### config.mk
export PLATFORM = sky130hd
export DESIGN_NAME = qpDataLink
export DESIGN_NICKNAME = d
export VERILOG_FILES = /design/src/rtl/qpLinkPkg.sv /design/src/rtl/qpGroupEnc.sv /design/src/rtl/qpLinkCtrl.sv /design/src/rtl/qpLinkDatapath.sv /design/src/rtl/qpDataLink.sv
export SDC_FILE = /design/constraint.sdc
export NUM_CORES = 1
export LEC_CHECK = 0
export BUFFER_PORTS_ARGS = -buffer_cell sky130_fd_sc_hd__buf_4
export CAP_MARGIN = 20
export CORE_AREA = 4 4 182 184
export CTS_CLUSTER_SIZE = 28
export DETAILED_ROUTE_END_ITERATION = 8
export DIE_AREA = 0 0 186 188
export HOLD_SLACK_MARGIN = 0.05
export PLACE_DENSITY = 0.77
export SYNTH_ARGS = -nofsm -noshare
export SYNTH_HDL_FRONTEND = slang
export SYNTH_SLANG_ARGS = --single-unit
### constraint.sdc
create_clock -name clk -period 15.4 [get_ports clk]
set_input_delay 0.77 -clock clk [delete_from_list [all_inputs] [get_ports clk]]
set_output_delay 0.77 -clock clk [all_outputs]
set_load 0.05 [all_outputs]
### src/rtl/qpLinkPkg.sv
package qpLinkPkg;
  localparam int QP_BEATS = 4;
  localparam int QP_SEL_W = $clog2(QP_BEATS);

  typedef struct packed {
    logic                load;   // capture payload this edge
    logic                drive;  // current bus clock carries data
    logic [QP_SEL_W-1:0] sel;    // sub-phase on the wires
  } qpStrobe_t;
endpackage

### src/rtl/qpGroupEnc.sv
module qpGroupEnc #(
  parameter int GROUP_W = 16
) (
  input  logic [GROUP_W-1:0] trueBits,
  output logic [GROUP_W-1:0] wireBits,
  output logic               invert
);
  localparam int CNT_W = $clog2(GROUP_W + 1);

  logic [CNT_W-1:0] onesCnt;

  always_comb begin
    onesCnt = '0;
    for (int i = 0; i < GROUP_W; i++) begin
      onesCnt = onesCnt + CNT_W'(trueBits[i]);
    end
  end

  // a true 1 is an electrical low; flip when lows would be the majority
  assign invert   = onesCnt > CNT_W'(GROUP_W / 2);
  assign wireBits = invert ? trueBits : ~trueBits;
endmodule

### src/rtl/qpLinkCtrl.sv
module qpLinkCtrl
  import qpLinkPkg::*;
(
  input  logic      clk,
  input  logic      rstN,
  input  logic      payValid,
  input  logic      payLast,
  output logic      payReady,
  output logic      dataRdy,
  output logic      busBusy,
  output qpStrobe_t strobe
);
  logic [QP_SEL_W-1:0] beat;
  logic                curValid;
  logic                lastHeld;
  logic                busyReg;
  logic                lastBeat;
  logic                accept;

  assign lastBeat = beat == QP_SEL_W'(QP_BEATS - 1);
  assign accept   = payValid & lastBeat;

  always_ff @(posedge clk) begin
    if (!rstN) begin
      beat     <= '0;
      curValid <= 1'b0;
      lastHeld <= 1'b0;
      busyReg  <= 1'b0;
    end else begin
      beat <= beat + 1'b1;
      if (lastBeat) begin
        curValid <= accept;
        if (accept) lastHeld <= payLast;
        busyReg <= accept | (busyReg & ~(curValid & lastHeld));
      end
    end
  end

  assign payReady     = lastBeat;
  assign dataRdy      = curValid;
  assign busBusy      = busyReg;
  assign strobe.load  = accept;
  assign strobe.drive = curValid;
  assign strobe.sel   = beat;
endmodule

### src/rtl/qpLinkDatapath.sv
module qpLinkDatapath
  import qpLinkPkg::*;
#(
  parameter int GROUPS  = 4,
  parameter int GROUP_W = 16
) (
  input  logic                                clk,
  input  logic                                rstN,
  input  qpStrobe_t                           strobe,
  input  logic [GROUPS*GROUP_W*QP_BEATS-1:0]  payData,
  output logic [GROUPS*GROUP_W-1:0]           busWire,
  output logic [GROUPS-1:0]                   busInv,
  output logic [GROUPS-1:0]                   busPar,
  input  logic [GROUPS*GROUP_W-1:0]           rxWire,
  input  logic [GROUPS-1:0]                   rxInv,
  input  logic [GROUPS-1:0]                   rxPar,
  input  logic                                rxRdy,
  output logic [GROUPS*GROUP_W-1:0]           rxData,
  output logic [GROUPS-1:0]                   rxParErr
);
  localparam int BUS_W = GROUPS * GROUP_W;
  localparam int PAY_W = BUS_W * QP_BEATS;

  logic [PAY_W-1:0] payReg;
  logic [BUS_W-1:0] beatWord;
  logic [BUS_W-1:0] encWire;
  logic [GROUPS-1:0] encInv;

  always_ff @(posedge clk) begin
    if (!rstN) payReg <= '0;
    else if (strobe.load) payReg <= payData;
  end

  assign beatWord = payReg[strobe.sel*BUS_W +: BUS_W];

  for (genvar g = 0; g < GROUPS; g++) begin : gGroup
    qpGroupEnc #(.GROUP_W(GROUP_W)) uEnc (
      .trueBits (beatWord[g*GROUP_W +: GROUP_W]),
      .wireBits (encWire[g*GROUP_W +: GROUP_W]),
      .invert   (encInv[g])
    );

    assign busWire[g*GROUP_W +: GROUP_W] =
      strobe.drive ? encWire[g*GROUP_W +: GROUP_W] : '1;
    assign busInv[g] = strobe.drive & encInv[g];
    assign busPar[g] = ^busWire[g*GROUP_W +: GROUP_W];

    assign rxData[g*GROUP_W +: GROUP_W] =
      rxInv[g] ? rxWire[g*GROUP_W +: GROUP_W] : ~rxWire[g*GROUP_W +: GROUP_W];
    assign rxParErr[g] = rxRdy & (rxPar[g] ^ (^rxWire[g*GROUP_W +: GROUP_W]));
  end
endmodule

### src/rtl/qpDataLink.sv
module qpDataLink
  import qpLinkPkg::*;
#(
  parameter int GROUPS  = 4,
  parameter int GROUP_W = 16
) (
  input  logic                               clk,
  input  logic                               rstN,
  input  logic                               payValid,
  input  logic [GROUPS*GROUP_W*QP_BEATS-1:0] payData,
  input  logic                               payLast,
  output logic                               payReady,
  output logic [GROUPS*GROUP_W-1:0]          busWire,
  output logic [GROUPS-1:0]                  busInv,
  output logic [GROUPS-1:0]                  busPar,
  output logic                               dataRdy,
  output logic                               busBusy,
  input  logic [GROUPS*GROUP_W-1:0]          rxWire,
  input  logic [GROUPS-1:0]                  rxInv,
  input  logic [GROUPS-1:0]                  rxPar,
  input  logic                               rxRdy,
  output logic [GROUPS*GROUP_W-1:0]          rxData,
  output logic [GROUPS-1:0]                  rxParErr
);
  qpStrobe_t strobe;

  qpLinkCtrl uCtrl (
    .clk      (clk),
    .rstN     (rstN),
    .payValid (payValid),
    .payLast  (payLast),
    .payReady (payReady),
    .dataRdy  (dataRdy),
    .busBusy  (busBusy),
    .strobe   (strobe)
  );

  qpLinkDatapath #(.GROUPS(GROUPS), .GROUP_W(GROUP_W)) uPath (
    .clk      (clk),
    .rstN     (rstN),
    .strobe   (strobe),
    .payData  (payData),
    .busWire  (busWire),
    .busInv   (busInv),
    .busPar   (busPar),
    .rxWire   (rxWire),
    .rxInv    (rxInv),
    .rxPar    (rxPar),
    .rxRdy    (rxRdy),
    .rxData   (rxData),
    .rxParErr (rxParErr)
  );
endmodule

==> metrics.txt <==
run status=finished clean; Post-Synth Adder-Cell Area=6.85%; largest family of logic cells by synthesized area=simple AND/OR/NAND/NOR gates; Detailed Route Iter0 Violations=594; Max Fclk=0.121 GHz; fin crit period=8.24 ns; complex-gate fraction of the synthesized area=13.4%; WHS Path Cells=2; Reg2Reg Setup Slack=11.16 ns; post-layout util=64.2%; Crit Reg-Reg Endpoint=uPath.payReg[99]$_SDFFE_PN0P_; drt via density=5.14; Skew-Pair Late Insertion Delay=0.54 ns; Final Instance Area=20200 um^2; Simple-Gate Fraction of Synth Area=15.5%; I/O Buffers=475; Max Slew Vio Count=0; cell at the root of the clock tree=clkbuf_16; Max FO, Critical Path=42; Final nets=2559; CP Launch Type=flip-flop; post-CTS sizing=0; uppermost layer routed=met4; Min-Delay Path Class=flip-flop to flip-flop; vias=13300; worst hold slack=0.462 ns; worst-margin pin slew=1.12 ns; All-Layer GR Usage=25.3%; Max Cap Viol=0; CP Capture Type=primary output; die width=186 um; r2r startpoint=uCtrl.beat[0]$_SDFF_PN0_; FF+latch count, synth=261; Initial Util=49.5%; IO Count=476; met3 wire len=2890 um; P&R area growth vs syn=29.8%; Post-CTS Repair Setup Buffers=0; Detail Route Antenna Nets=0; Routed wire per std cell=17.8 um; TritonRoute pass-1 iters=5; largest net degree at the start of global routing=140; Hold Crit Start=uPath.payReg[189]$_SDFFE_PN0P_; M1 WL=17700 um; Mapped Cells=1770; maximum vdd ir drop=0.0831 mV; CTS tree=done; Crit path required time=14.63 ns; metal2 WL=23300 um; xor and xnor fraction of the mapped netlist area=15.0%; vias in the first global route=13800; GRT overflow=0; post-synthesis mux area share=9.31%; Post-Syn Area=15500 um^2; kind of critical path=flip-flop to primary output; synth unique cells=33; die area=35000 um^2; first-pass GRT wire length=71100 um; Setup Skew=0.0138 ns; register area share after synthesis=33.7%; fin crit share=53.5%; clock slew at reported path FFs=0.06 ns; syn nets=2164; Worst Reg-to-Reg Cells=6; Worst path max stage delay=0.85 ns; Leakage=7.63 nW; Final Setup Violations=0; Die Ht=188 um; CTS H-tree depth=1; crit path cell chain=buf_4 > mux4_2 > inv_1 > fa_1 > fa_1 > inv_1 > fa_1 > inv_1 > fa_1 > inv_1 > ha_1 > inv_1 > fa_1 > nand2b_1 > nor3b_1 > nor2_1 > o21ai_2 > xnor2_1 > nand2_1 > buf_4; RSZ-0062 raised after global routing=false; DRC viols=0; Hold-fix buffers, CTS=0; GP Congestion=0.880; final-report hold violation count=0; YS warnings=0; critical path's slowest cell=o21ai_2; CTS Buffer Depth=3; Core ar.=31400 um^2; cts bufs inserted=28; PD cells=90.1 nW/um^2; CP arrival=7.47 ns; Post-Route WL=46100 um; Hold Path Sink=uPath.payReg[189]$_SDFFE_PN0P_; initial antenna violation count=3; DP HPWL=34800 um; Slew HR=25.5%; layout cells sized above 1=28.4%; total clock sinks=261; setup_tns=0 ns; count of standard-cell rows=65; synthesized area per cell=8.77 um^2; Post-DP Area=19100 um^2
==> power breakdown <==
group	total (mW)	internal (mW)	switching [mW]
logic	0.398	0.181	0.218
clock network	0.716	0.444	0.273
registers	0.702	0.689	0.0133
total	1.82	1.31	0.503
==> layer usage <==
layer	vias to the layer above	track usage [%]
met5	-	0
met4	0	11.3
met3	118	4.54
met2	417	45.2
met1	6326	29.4
li1	6450	-
==> worst max path at each step <==
stage,depth (start not counted),start,to
2_1_floorplan,21,uCtrl.beat[0]$_SDFF_PN0_,busInv[3]
3_3_place_gp,20,uCtrl.beat[0]$_SDFF_PN0_,busWire[31]
3_5_place_dp,20,uCtrl.beat[0]$_SDFF_PN0_,busWire[31]
4_1_cts,20,uCtrl.beat[0]$_SDFF_PN0_,busWire[31]
5_1_grt,20,uCtrl.beat[0]$_SDFF_PN0_,busWire[31]
6_report,20,uCtrl.beat[0]$_SDFF_PN0_,busWire[31]
==> critical path, delay by kind of cell (launching register included) <==
family,cells,cell delay (ns)
compound gates,1,0.85
simple gates,4,0.46
buf+inv,7,1.33
mux,1,0.66
flops,1,0.70
fa+ha+maj,6,2.68
xor+xnor,1,0.21
==> cell type report <==
type                            count  area (um^2)
Multi-Input combinational cell   1276         9340
Antenna cell                        3         7.51
Clock buffer                       40          837
Clock inverter                     12          168
Timing Repair Buffer              484         3640
Sequential cell                   261         5230
Fill cell                        2677        11200
Tap cell                          402          503
Inverter                          114          428
==> cell families (layout without fill, tap and decap cells) <==
family          Yosys count  count (layout)
xor+xnor                252             252
fa+ha+maj                61              61
flops                   261             261
compound gates          280             280
buf+inv                 233             650
simple gates            619             619
mux                      64              64
other cells               0               3
==> registers in the layout, indices dropped and copies added (netlist names) <==
register and flops:
uPath.payReg 256, uCtrl.lastHeld 1, uCtrl.dataRdy 1, uCtrl.busBusy 1, uCtrl.beat 2
==> cells in the mapped netlist (all sizes together) <==
| cell type | number | area, um^2 |
|---|---|---|
| xnor2 | 236 | 2190 |
| nand2 | 579 | 2170 |
| dfxtp | 261 | 5230 |
| nor2b | 2 | 12.5 |
| nor2 | 15 | 56.3 |
| clkinv | 1 | 3.75 |
| o2bb2ai | 1 | 8.76 |
| and2 | 7 | 43.8 |
| fa | 40 | 801 |
| inv | 113 | 424 |
| nand3 | 1 | 5.00 |
| clkbuf | 95 | 357 |
| a22oi | 4 | 30.0 |
| mux4 | 64 | 1450 |
| o32ai | 3 | 26.3 |
| nand3b | 8 | 60.1 |
| ha | 21 | 263 |
| nor3b | 4 | 30.0 |
| o21ai | 5 | 36.3 |
| a21oi | 10 | 50.1 |
| a21boi | 257 | 1930 |
| xor2 | 16 | 140 |
| nand2b | 3 | 18.8 |
| buf | 24 | 194 |
==> through the flow <==
step                power [mW]  worst slack, ns  std cells
floorplan                0.972             8.84       1770
global placement          1.11             7.81       2537
detailed placement        1.12             7.64       2537
CTS                       1.84             7.02       2589
global route              1.89             6.64       2592
finish                    1.82             7.16       2592
==> layout by cell type, fill, tap and decap left out, types with 15 or more instances in the layout <==
master and count:
buf_4 483, inv_1 113, dfxtp_1 258, nand2_1 578
nor2_1 15, clkbuf_16 29, ha_1 21, fa_1 40
a21boi_0 257, mux4_2 63, xnor2_2 17, xor2_1 16
xnor2_1 219
No activity file was read; power rests on OpenSTA's default activity.
